File: config.mk
export PLATFORM = sky130hd
export DESIGN_NAME = win_wdt
export DESIGN_NICKNAME = d
export VERILOG_FILES = /design/src/rtl/wdt_pkg.sv /design/src/rtl/wdt_regs.sv /design/src/rtl/wdt_counter.sv /design/src/rtl/wdt_status.sv /design/src/rtl/win_wdt.sv
export SDC_FILE = /design/constraint.sdc
export NUM_CORES = 1
export LEC_CHECK = 0
export ABC_CLOCK_PERIOD_IN_PS = 4200
export BUFFER_PORTS_ARGS = -buffer_cell sky130_fd_sc_hd__buf_2
export CAP_MARGIN = 30
export CORE_AREA = 2 2 100 102
export CTS_CLUSTER_DIAMETER = 30
export DETAILED_ROUTE_END_ITERATION = 7
export DIE_AREA = 0 0 102 104
export PLACE_DENSITY_LB_ADDON = 0.25
export SLEW_MARGIN = 20
export SYNTH_ARGS = -nofsm -noshare
export SYNTH_HDL_FRONTEND = slang
export SYNTH_HIERARCHICAL = 1
export SYNTH_SLANG_ARGS = --single-unit
export TNS_END_PERCENT = 20
File: constraint.sdc
create_clock -name clk_i -period 4.2 [get_ports clk_i]
set_input_delay 0 -clock clk_i [delete_from_list [all_inputs] [get_ports clk_i]]
set_output_delay 0 -clock clk_i [all_outputs]
set_load 0.02 [all_outputs]
File: src/rtl/wdt_pkg.sv
package wdt_pkg;
  localparam int unsigned DW     = 32;
  localparam int unsigned AW     = 4;
  localparam int unsigned CNT_W  = 12;
  localparam logic [7:0]  KEY    = 8'hA5;

  localparam logic [AW-1:0] ADDR_CTRL = 4'h0;
  localparam logic [AW-1:0] ADDR_MODE = 4'h4;
  localparam logic [AW-1:0] ADDR_STAT = 4'h8;

  // mode register bit positions
  localparam int unsigned M_RLD_LO = 0;
  localparam int unsigned M_FIEN   = 12;
  localparam int unsigned M_RSTEN  = 13;
  localparam int unsigned M_PROC   = 14;
  localparam int unsigned M_DIS    = 15;
  localparam int unsigned M_DLT_LO = 16;
  localparam int unsigned M_DBGH   = 28;
  localparam int unsigned M_IDLEH  = 29;

  // control register bit positions
  localparam int unsigned C_RESTART = 0;
  localparam int unsigned C_LOCK    = 4;
  localparam int unsigned C_KEY_LO  = 24;

  localparam logic [DW-1:0] MODE_MASK = 32'h3FFF_FFFF;
  localparam logic [DW-1:0] MODE_RST  = 32'h0FFF_2FFF;

  typedef enum logic [1:0] {
    SEL_CTRL = 2'd0,
    SEL_MODE = 2'd1,
    SEL_STAT = 2'd2,
    SEL_NONE = 2'd3
  } reg_sel_e;
endpackage

File: src/rtl/wdt_regs.sv
module wdt_regs
  import wdt_pkg::*;
(
  input  logic          clk_i,
  input  logic          rst_ni,
  input  logic          req_i,
  input  logic          we_i,
  input  reg_sel_e      sel_i,
  input  logic [DW-1:0] wdata_i,
  output logic [DW-1:0] mode_o,
  output logic          locked_o,
  output logic          restart_o,
  output logic          mode_ld_o
);
  logic          key_ok, ctrl_wr, lock_set;
  logic [DW-1:0] mode_q, mode_d;

  assign ctrl_wr   = req_i && we_i && (sel_i == SEL_CTRL);
  assign key_ok    = (wdata_i[C_KEY_LO +: 8] == KEY);
  assign restart_o = ctrl_wr && key_ok && wdata_i[C_RESTART];
  assign lock_set  = ctrl_wr && key_ok && wdata_i[C_LOCK];
  assign mode_ld_o = req_i && we_i && (sel_i == SEL_MODE) && !locked_o;

  always_comb begin
    mode_d = wdata_i & MODE_MASK;
    if (wdata_i[M_DIS]) begin
      // timing fields frozen by a disabling write
      mode_d[M_RLD_LO +: CNT_W] = mode_q[M_RLD_LO +: CNT_W];
      mode_d[M_DLT_LO +: CNT_W] = mode_q[M_DLT_LO +: CNT_W];
    end
  end

  always_ff @(posedge clk_i or negedge rst_ni) begin
    if (!rst_ni) begin
      mode_q   <= MODE_RST;
      locked_o <= 1'b0;
    end else begin
      if (mode_ld_o) mode_q <= mode_d;
      if (lock_set)  locked_o <= 1'b1;
    end
  end

  assign mode_o = mode_q;
endmodule

File: src/rtl/wdt_counter.sv
module wdt_counter #(
  parameter int unsigned CNT_W = 12
) (
  input  logic             clk_i,
  input  logic             rst_ni,
  input  logic             tick_i,
  input  logic             run_i,
  input  logic             enable_i,
  input  logic             mode_ld_i,
  input  logic             restart_i,
  input  logic [CNT_W-1:0] reload_i,
  input  logic [CNT_W-1:0] delta_i,
  input  logic [CNT_W-1:0] new_reload_i,
  output logic [CNT_W-1:0] cnt_o,
  output logic             unf_evt_o,
  output logic             err_evt_o
);
  localparam logic [CNT_W-1:0] CNT_RST = '1;

  logic [CNT_W-1:0] cnt_q;
  logic             rst_ok, step;

  assign rst_ok    = restart_i && enable_i;
  assign step      = run_i && tick_i && !mode_ld_i && !rst_ok;
  assign unf_evt_o = step && (cnt_q == '0);
  assign err_evt_o = rst_ok && (cnt_q > delta_i);

  always_ff @(posedge clk_i or negedge rst_ni) begin
    if (!rst_ni)        cnt_q <= CNT_RST;
    else if (mode_ld_i) cnt_q <= new_reload_i;
    else if (rst_ok)    cnt_q <= reload_i;
    else if (step)      cnt_q <= (cnt_q == '0) ? reload_i : cnt_q - 1'b1;
  end

  assign cnt_o = cnt_q;
endmodule

File: src/rtl/wdt_status.sv
module wdt_status (
  input  logic       clk_i,
  input  logic       rst_ni,
  input  logic       unf_evt_i,
  input  logic       err_evt_i,
  input  logic       clr_i,
  output logic [1:0] stat_o
);
  always_ff @(posedge clk_i or negedge rst_ni) begin
    if (!rst_ni) stat_o <= 2'b00;
    else begin
      stat_o[0] <= unf_evt_i || (stat_o[0] && !clr_i);
      stat_o[1] <= err_evt_i || (stat_o[1] && !clr_i);
    end
  end
endmodule

File: src/rtl/win_wdt.sv
module win_wdt
  import wdt_pkg::*;
(
  input  logic          clk_i,
  input  logic          rst_ni,
  input  logic          req_i,
  input  logic          we_i,
  input  logic [AW-1:0] addr_i,
  input  logic [DW-1:0] wdata_i,
  output logic [DW-1:0] rdata_o,
  input  logic          tick_i,
  input  logic          dbg_halt_i,
  input  logic          idle_i,
  output logic          irq_o,
  output logic          rst_req_o,
  output logic          rst_proc_only_o
);
  reg_sel_e         sel;
  logic [DW-1:0]    mode_q;
  logic             locked_q, restart, mode_ld, enabled, halted, run;
  logic [CNT_W-1:0] cnt_q;
  logic             unf_evt, err_evt, stat_rd, fault;
  logic [1:0]       stat_q;

  always_comb begin
    unique case (addr_i)
      ADDR_CTRL: sel = SEL_CTRL;
      ADDR_MODE: sel = SEL_MODE;
      ADDR_STAT: sel = SEL_STAT;
      default:   sel = SEL_NONE;
    endcase
  end

  wdt_regs u_regs (
    .clk_i, .rst_ni, .req_i, .we_i,
    .sel_i     (sel),
    .wdata_i,
    .mode_o    (mode_q),
    .locked_o  (locked_q),
    .restart_o (restart),
    .mode_ld_o (mode_ld)
  );

  assign enabled = !mode_q[M_DIS];
  assign halted  = (mode_q[M_DBGH] && dbg_halt_i) || (mode_q[M_IDLEH] && idle_i);
  assign run     = enabled && !halted;

  wdt_counter #(.CNT_W(CNT_W)) u_cnt (
    .clk_i, .rst_ni, .tick_i,
    .run_i        (run),
    .enable_i     (enabled),
    .mode_ld_i    (mode_ld),
    .restart_i    (restart),
    .reload_i     (mode_q[M_RLD_LO +: CNT_W]),
    .delta_i      (mode_q[M_DLT_LO +: CNT_W]),
    .new_reload_i (wdata_i[M_DIS] ? mode_q[M_RLD_LO +: CNT_W] : wdata_i[M_RLD_LO +: CNT_W]),
    .cnt_o        (cnt_q),
    .unf_evt_o    (unf_evt),
    .err_evt_o    (err_evt)
  );

  assign stat_rd = req_i && !we_i && (sel == SEL_STAT);

  wdt_status u_stat (
    .clk_i, .rst_ni,
    .unf_evt_i (unf_evt),
    .err_evt_i (err_evt),
    .clr_i     (stat_rd),
    .stat_o    (stat_q)
  );

  always_ff @(posedge clk_i or negedge rst_ni) begin
    if (!rst_ni) rdata_o <= '0;
    else if (req_i && !we_i) begin
      unique case (sel)
        SEL_MODE: rdata_o <= mode_q;
        SEL_STAT: rdata_o <= {{(DW-2){1'b0}}, stat_q};
        default:  rdata_o <= '0;
      endcase
    end
  end

  assign fault           = |stat_q;
  assign irq_o           = fault && mode_q[M_FIEN];
  assign rst_req_o       = fault && mode_q[M_RSTEN];
  assign rst_proc_only_o = rst_req_o && mode_q[M_PROC];
endmodule

== After elaboration in Yosys (flattened, before gate mapping) ==
Index checks and enable logic that the tools add are counted.

* Register bits: 77
* Output and inout port bits: 35
* Input port bits: 43

* Mux-type cells: 7
* Magnitude comparators: 1
* Reductions and logical operators: 39
* Bitwise gates (word level): 1
* Add/subtract/negate cells: 1
* Eq/ne operators: 5

{| class="wikitable"
|+ Operators with widths
! cell !! count
|-
| 12-bit two-way mux || 5
|-
| 30-bit one-hot mux with 2 select lines || 1
|-
| 1-bit logical AND || 23
|-
| 12-bit greater-than comparator || 1
|-
| 12-bit logical NOT || 1
|-
| 12-bit by 1-bit subtractor with 12-bit output, second input constant || 1
|-
| 8-bit equality test, second input constant || 1
|-
| 1-bit logical NOT || 7
|-
| 2-bit one-hot mux with 3 select lines || 1
|-
| 4-bit by 3-bit equality test with 1-bit output, second input constant || 1
|-
| 4-bit equality test, second input constant || 1
|-
| 4-bit logical NOT || 1
|-
| 1-bit logical OR || 3
|-
| 3-bit nonzero test || 1
|-
| 2-bit by 1-bit equality test with 1-bit output, second input constant || 1
|-
| 2-bit equality test, second input constant || 1
|-
| 2-bit logical NOT || 1
|-
| 2-bit AND reduction || 1
|-
| 2-bit OR reduction || 1
|-
| 1-bit inverter || 1
|}

== Longest topological paths before layout ==
Gate-level depths: netlist (run 1).

* Depth in word-level cells: 12
* Gate-level depth with buffers: 11
* Gate-level depth less buffers: 10

== By module ==
Netlist (run 1), hierarchy kept.

{| class="wikitable"
|+ Modules (own cells, without submodules)
! module !! times used !! cells each !! sequential area each (sq um) !! area each (sq um)
|-
| win_wdt || 1 || 167 || 800.8 || 1704.1
|-
| wdt_regs || 1 || 78 || 807.0 || 1391.3
|-
| wdt_counter || 1 || 162 || 315.3 || 1343.8
|-
| wdt_status || 1 || 5 || 50.0 || 68.8
|}

== Worst setup path after synthesis (run 1) ==
Ideal clock, no wire load.

* Path type: input to register
* Start: input addr_i[2]
* End: register u_cnt.cnt_q[1], in the netlist u_cnt/cnt_o[1]
* Setup slack: 1547 ps
* Buffers on the path: 1
* Arrival: 2589 ps
* Data required time: 4136 ps
* Setup time: 64 ps
* Cell stages on the path: 11
* Cells stage by stage: or4b_4 > ha_1 > o31ai_1 > nand2_1 > nand3b_1 > nor3_1 > a22oi_1 > or2_2 > buf_1 > or3_1 > nand3_1

* Cells in the longest elaborated chain, start to end: 10

{| class="wikitable"
|+ Ends and longest elaborated chain
! item !! RTL line !! source
|-
| start, declared || win_wdt.sv:8 || <nowiki>input logic [AW-1:0] addr_i,</nowiki>
|-
| 4-bit equality test (tied with other cells) || win_wdt.sv:26 || <nowiki>unique case (addr_i)</nowiki>
|-
| 2-bit one-hot mux with 3 select lines * || win_wdt.sv:26 ||
|-
| named net sel[0] || win_wdt.sv:18 || <nowiki>reg_sel_e sel;</nowiki>
|-
| 2-bit logical NOT * || wdt_regs.sv:18 || <nowiki>assign ctrl_wr = req_i && we_i && (sel_i == SEL_CTRL);</nowiki>
|-
| 1-bit logical AND * || wdt_regs.sv:18 ||
|-
| 1-bit logical AND * (2 in a row) || wdt_regs.sv:20 || <nowiki>assign restart_o = ctrl_wr && key_ok && wdata_i[C_RESTART];</nowiki>
|-
| named net restart || win_wdt.sv:20 || <nowiki>logic locked_q, restart, mode_ld, enabled, halted, run;</nowiki>
|-
| 1-bit logical AND * || wdt_counter.sv:23 || <nowiki>assign rst_ok = restart_i && enable_i;</nowiki>
|-
| 1-bit logical NOT || wdt_counter.sv:24 || <nowiki>assign step = run_i && tick_i && !mode_ld_i && !rst_ok;</nowiki>
|-
| 1-bit logical AND || wdt_counter.sv:24 ||
|-
| 3-bit nonzero test (no source line) || -- ||
|-
| end signal, assigned || wdt_counter.sv:30 || <nowiki>else if (mode_ld_i) cnt_q <= new_reload_i;</nowiki>
|-
| end signal, assigned || wdt_counter.sv:31 || <nowiki>else if (rst_ok) cnt_q <= reload_i;</nowiki>
|-
| end signal, assigned || wdt_counter.sv:32 || <nowiki>else if (step) cnt_q <= (cnt_q == '0) ? reload_i : cnt_q - 1'b1;</nowiki>
|-
| end, declared || wdt_counter.sv:20 || <nowiki>logic [CNT_W-1:0] cnt_q;</nowiki>
|}

Mark *: on every way through the listed nets, which the timed path passes. The rest lies on a longest branch.
A chain may end at the register's enable or synchronous reset.

== Final worst setup path (run 1) ==
Same ends and word-level chain as after synthesis.

==> summary.md, run 1 <==
| Metric | Value |
|---|---|
| Met3 wire len | 715 um |
| Io pins | 78 |
| Status | complete, no violations |
| Crit path kind | in -> reg |
| Fillers | 860 |
| Core box area | 9549 um2 |
| Diode count | 0 |
| Total number of vias | 3,492 |
| Worst rel slew slack | 36.13% |
| First-pass GRT wire length | 17,770 um |
| Chip width | 102 um |
| Fmax achieved | 0.3770 GHz |
| Layout cells sized above 1 | 35.56% |
| Synth cell types | 61 |
| Crit path max-delay family | simple AND/OR/NAND/NOR gates |
| Placer Congestion | 0.8492 |
| Area grow syn2layout | 22.09% |
| CP required | 4480 ps |
| HPWL after DPL | 7560 um |
| Ranking of synthesized cells by area | dfrtp_1 (22%), dfstp_2 (22%), mux2i_1 (7.3%) |
| Sequential cell area fraction in the yosys report | 43.77% |
| Worst VDD drop | 0.2020 mV |
| Clock slew at reported path FFs | 80 ps |
| Post-CTS Setup Repair Bufs | 0 |
| Largest net degree at the start of global routing | 47 |
| EDFF count, synth | 0 |
| Worst path slowest cell | or4b_4 |
| Critical path fanouts, max | 6 |
| Drt pass-1 iters | 4 |
| Starting Density | 47.21% |
| Synth top area share | 22.20% |
| DRC | 0 |
| Post-placement cell count | 608 |
| Final setup vio count | 0 |
| CP Cell Sequence | buf_2 > or4b_4 > ha_1 > o31ai_1 > nand2_1 > nand3b_1 > nor3_1 > a22oi_1 > or2_2 > or3_1 > nand3_1 |
| Total power draw | 2.130 mW |
| Area leader, netlist | dfrtp_1 |
| Grt ovf | 0 |
| Metal2 WL | 5350 um |
| Post-Route Utilization | 57.64% |
| Predominant post-synthesis flop cell | dfrtp_1 |
| Endpoints failing hold | 0 |
| Setup crit end kind | flop |
| Clk_skew | 16.74 ps |
| PortBufs | 77 |
| Clock Latency Late Sink | 350 ps |
| Initial antenna violation count | 0 |
| Highest metal used | met4 |
| Die height | 104 um |
| Site Rows | 36 |
| Via/cell ratio | 5.323 |
| RSZ-0062 raised after global routing | no |
| Post-CTS sizing | 0 |
| Cells after Synth | 412 |
| Nets | 578 |
| Cell leakage power | 2.512 nW |
| WP buf/inv | 1 |
| Ys Warns | 6 |
| # clock sinks | 77 |
| #FFs+latches synth | 77 |
| CTS tree | built |
| CTS Hold Bufs | 32 |
| CTS H-tree depth | 3 |
| Vias in the first global route | 3,547 |
| Cell Count, Final, Fillers Out | 656 |
| Final number of max-transition violations | 0 |
| Total die area | 10,610 um2 |
| Synth cell count leaders | inv_1 (54), nand2_1 (42), dfrtp_1 (40), dfstp_2 (37), mux2i_1 (33) |
| Hold crit path type | in -> reg |
| Wl on met1 | 4749 um |
| Power Density | 387.0 nW/um2 |
| Max_cap viols | 0 |
| CTS Root Cell | clkbuf_8 |
| Final period utilization | 63.16% |
| CTS buffer count | 9 |
| DRT iter0 DRCs | 198 |
| Asr flop ratio synth | 100.0% |
| Post-synthesis area per instance | 10.94 um2 |
| Startpoint types | input pin |
| Worst stage delay on the critical path | 560 ps |
| Synthesized area | 4508 um2 |
| Setup TNS | 0 ps |
| Clk buf depth | 2 |
| Final WL | 10,900 um |
| Count leader, synth | inv_1 |
| Antenna Nets Post-Route | 0 |
| Tmin final | 2653 ps |
| CP arrival | 2930 ps |
| DR WL/cell | 16.62 um |
| Gr usage total | 21.42% |
| Worst-Margin Slew | 958.1 ps |
-- final timing paths --
kind | from | endpoint | slack, ps | depth (start not counted)
max | addr_i[2] | u_cnt/cnt_o[1] | 1550 | 11
min | we_i | rdata_o[3] | 60 | 3
max reg2reg | u_regs/mode_o[28] | u_cnt/cnt_o[1] | 1780 | 5
min reg2reg | rdata_o[9] | rdata_o[9] | 510 | 2
max in group asynchronous | rst_ni | u_cnt/cnt_o[1] | 3430 | 3
min in group asynchronous | rst_ni | u_regs/mode_o[28] | 130 | 2
-- cell type report --
cell class	instances	area (um2)	area share [%]
clock buffers	11	131.4	2.387
clock inverters	5	85.08	1.546
inverters	54	202.7	3.683
multi-input cells	263	2187	39.74
flip-flops and latches	77	1973	35.85
well taps	133	166.4	3.023
repair buffers	113	758.2	13.78
-- placed cells by master, fill, tap and decap left out, drive strengths merged, types with 3 or more instances in the layout --
cell type | synthesis | layout
or4 | 3 | 3
nor3 | 11 | 11
nand2 | 42 | 42
ha | 17 | 17
clkbuf | 5 | 11
nand3 | 10 | 10
nor2b | 3 | 3
dfrtp | 40 | 40
o21ai | 4 | 4
nor2 | 6 | 6
buf | 14 | 81
o22ai | 6 | 6
nor4 | 3 | 3
inv | 54 | 54
and2 | 3 | 3
a21o | 3 | 3
dfstp | 37 | 37
mux2i | 33 | 33
dlygate4sd3 | 0 | 32
nand3b | 5 | 5
mux2 | 43 | 43
or4b | 3 | 3
o31ai | 8 | 8
o21a | 3 | 3
a22oi | 7 | 7
a21oi | 8 | 8
nand4 | 7 | 7
-- state kept, by name (all words and copies together), names as in the netlist --
| name | cells |
|---|---|
| rdata_o | 32 |
| u_cnt/cnt_o | 12 |
| u_regs/mode_o | 30 |
| u_stat/stat_o | 2 |
| u_regs/locked_o | 1 |
-- where the power goes --
part | switching [mW] | leakage [nW] | internal (mW)
Clock | 0.283 | 0.104 | 0.338
Combinational | 0.304 | 1.47 | 0.250
Sequential | 0.117 | 0.934 | 0.837
Total | 0.705 | 2.51 | 1.43
-- worst min-delay path, stage by stage --
cell	delay (ps)
buf_2	140
nor2b_4	100
mux2i_1	120
-- cells by family (layout without fill, tap and decap cells) --
| family | count (synthesis) | in the layout | synth area share, % |
|---|---|---|---|
| AND/OR/NAND/NOR | 107 | 107 | 13.10 |
| AO/OA/AOI/OAI | 59 | 59 | 10.24 |
| other | 1 | 2 | 0.08318 |
| XOR/XNOR | 2 | 2 | 0.3886 |
| multiplexers | 76 | 76 | 19.73 |
| flip-flops | 77 | 77 | 43.77 |
| buffers and inverters | 73 | 183 | 7.965 |
| adder cells (fa/ha/maj) | 17 | 17 | 4.718 |
-- routing by layer --
| layer | vias up | track usage [%] |
|---|---|---|
| li1 | 1660 | - |
| met1 | 1716 | 28.78 |
| met2 | 109 | 35.86 |
| met3 | 7 | 3.562 |
| met4 | 0 | 5.238 |
| met5 | - | 0 |
-- stage by stage --
| stage | hold WS (ps) | worst slack [ps] | cell area [um2] |
|---|---|---|---|
| 2_1_floorplan | -295.6 | 1547 | 4512 |
| 3_3_place_gp | 222.9 | 1303 | 4940 |
| 3_5_place_dp | -22.18 | 1213 | 4967 |
| 4_1_cts | 43.79 | 1586 | 5504 |
| 5_1_grt | 59.25 | 1390 | 5504 |
| 6_report | 55.98 | 1547 | 5504 |
Power figures use the tool's default switching activity.
==> inputs of run 2 (changes only) <==
--- a/config.mk
+++ b/config.mk
@@ -5,7 +5,7 @@
 export SDC_FILE = /design/constraint.sdc
 export NUM_CORES = 1
 export LEC_CHECK = 0
-export ABC_CLOCK_PERIOD_IN_PS = 4200
+export ABC_CLOCK_PERIOD_IN_PS = 2340
 export BUFFER_PORTS_ARGS = -buffer_cell sky130_fd_sc_hd__buf_2
 export CAP_MARGIN = 30
 export CORE_AREA = 2 2 100 102
==> constraint.sdc (replaced) <==
create_clock -name clk_i -period 2.34 [get_ports clk_i]
set_input_delay 0 -clock clk_i [delete_from_list [all_inputs] [get_ports clk_i]]
set_output_delay 0 -clock clk_i [all_outputs]
set_load 0.02 [all_outputs]
==> run 2 against run 1 <==
Non-clock buffer count up 23. Clock skew down 6.5 ps. Combinational power up 100%. Clock-buffer cell count up 3. Clock power up 42%. Flip-flop and latch count unchanged. Wire length up 3.1%. Sequential power up 74%. Cell count up 3.5%. Die area unchanged. Worst setup slack worse by 1300 ps. Final area up 3.5%. Critical endpoint is now u_cnt/cnt_o[7].
==> summary.md, run 2 (synthesis gave the netlist of run 1 again) <==
| Metric | Value |
|---|---|
| Status | complete, no violations |
| Total power draw | 3.675 mW |
| Diode count | 0 |
| Initial antenna violation count | 0 |
| R2r startpoint | u_cnt/cnt_o[1] |
| Worst setup startpoint | u_cnt/cnt_o[1] |
| WHS Path Cells | 3 |
| PortBufs | 77 |
| # clock sinks | 77 |
| Io pins | 78 |
| Most frequent cells in the layout | buf_2 (76), inv_1 (54), nand2_1 (42) |
| Max_cap viols | 0 |
| Clock Latency Late Sink | 370 ps |
| Final number of max-transition violations | 0 |
| CTS tree | built |
| Starting Density | 47.21% |
| Worst-Margin Slew | 560.0 ps |
| DRC | 0 |
| Fmax achieved | 0.4711 GHz |
| Flop2flop setup slack | 220 ps |
| Worst VDD drop | 0.2921 mV |
| CP required | 2610 ps |
| DRT iter0 DRCs | 124 |
| Chip width | 102 um |
| Startpoint types | flop |
| Gate power share | 30.8% |
| Site Rows | 36 |
| Hold path startpoint | we_i |
| Net switching power | 1.274 mW |
| Worst rel slew slack | 62.59% |
| Met3 wire len | 422 um |
| Wl on met1 | 4994 um |
| Clock Power Share | 24.0% |
| Reg power frac | 45.3% |
| Core box area | 9549 um2 |
| Largest register by flop count | rdata_o |
| Clk buf depth | 2 |
| Highest metal used | met4 |
| Layout cells sized above 1 | 38.64% |
| P_int | 2.401 mW |
| Antenna Nets Post-Route | 0 |
| Tmin final | 2123 ps |
| WHS Endpoint | u_regs/locked_o |
| CP arrival | 2390 ps |
| Power Density | 645.3 nW/um2 |
| Max FFs per register | 32 |
| CTS buffer count | 9 |
| Vias in the first global route | 3,689 |
| CTS Root Cell | clkbuf_8 |
| Final WL | 11,240 um |
| Final setup vio count | 0 |
| CTS H-tree depth | 3 |
| Gr usage total | 22.65% |
| Nets | 601 |
| Largest net degree at the start of global routing | 51 |
| Endpoints failing hold | 0 |
| Clock slew at reported path FFs | 80 ps |
| FF-to-FF End | u_cnt/cnt_o[7] |
| Area of the multi-input gates | 2232 um2 |
| Metal2 WL | 5584 um |
| Sw Ratio | 34.66% |
| Setup TNS | 0 ps |
| Drt pass-1 iters | 5 |
| Total die area | 10,610 um2 |
| FF+latch area | 1973 um2 |
| First-pass GRT wire length | 18,600 um |
| Critical path fanouts, max | 7 |
| Final period utilization | 90.71% |
| Fillers | 864 |
| Area grow syn2layout | 26.34% |
| Setup crit end kind | flop |
| Die height | 104 um |
| RSZ-0062 raised after global routing | no |
| Via/cell ratio | 5.227 |
| HPWL after DPL | 8156 um |
| Placer Congestion | 0.8882 |
| Crit path kind | reg -> reg |
| DR WL/cell | 16.56 um |
| Grt ovf | 0 |
| Commonest non-fill, non-tap cell in the layout | buf_2 |
| Register-to-Register Path Depth | 6 |
| Hold crit path type | in -> reg |
| Total number of vias | 3,549 |
| Clk_skew | 10.20 ps |
| Cell leakage power | 2.636 nW |
==> run 2: what timing repair did <==
action | in CTS | in global routing
buffers inserted | 0 | 0
gates resized for setup | 0 | 2
hold buffers | 31 | 0
hold endpoints to repair | 79 | 0
endpoints found under the setup margin | 0 | 4
==> run 2: stage by stage <==
step	worst slack [ps]	cell area, um2	hold slack, ps	std cells	utilization (%)
2_1_floorplan	24.17	4561	-295.6	413	-
6_report	217.3	5695	14.33	679	59.64
3_3_place_gp	-74.30	5195	224.9	631	54.40
5_1_grt	51.22	5695	48.59	679	59.64
4_1_cts	148.4	5688	5.619	679	59.57
3_5_place_dp	-191.4	5223	-47.24	632	54.69
==> run 2: power by group through the flow <==
stage	sequential [mW]	clock [mW]	combinational (mW)
2_1_floorplan	1.63	0	0.761
5_1_grt	1.69	0.953	1.26
3_5_place_dp	1.68	0	1.08
3_3_place_gp	1.68	0	1.05
6_report	1.66	0.880	1.13
4_1_cts	1.66	0.899	1.12
==> run 2: area by class of cell <==
cell class	count	area share, %
multi-input cells	263	39.19
inverters	54	3.559
clock inverters	2	0.2197
clock buffers	14	2.504
repair buffers	136	16.96
flip-flops and latches	77	34.64
well taps	133	2.922
==> run 2: worst max-delay path by stage <==
stage	to	slack, ps	cells past startpoint
floorplan	u_cnt/cnt_o[1]	20	11
finish	u_cnt/cnt_o[7]	220	6
CTS	u_cnt/cnt_o[8]	150	9
global route	u_cnt/cnt_o[8]	50	11
global placement	u_cnt/cnt_o[1]	-70	11
detailed placement	u_cnt/cnt_o[8]	-190	11
==> run 2: critical path, cell delays in order (launching register included) <==
cell and delay (ps):
dfstp_2 370, inv_1 80, ha_1 200, or3b_1 520, o31ai_4 480, o22ai_1 160, a311oi_1 220
==> run 2: metal layers <==
metal  vias to the layer above  GRT usage (%)
met4                         0          8.762
met1                      1733          29.46
li1                       1714              -
met3                        17          4.234
met5                         -              0
met2                        85          37.08
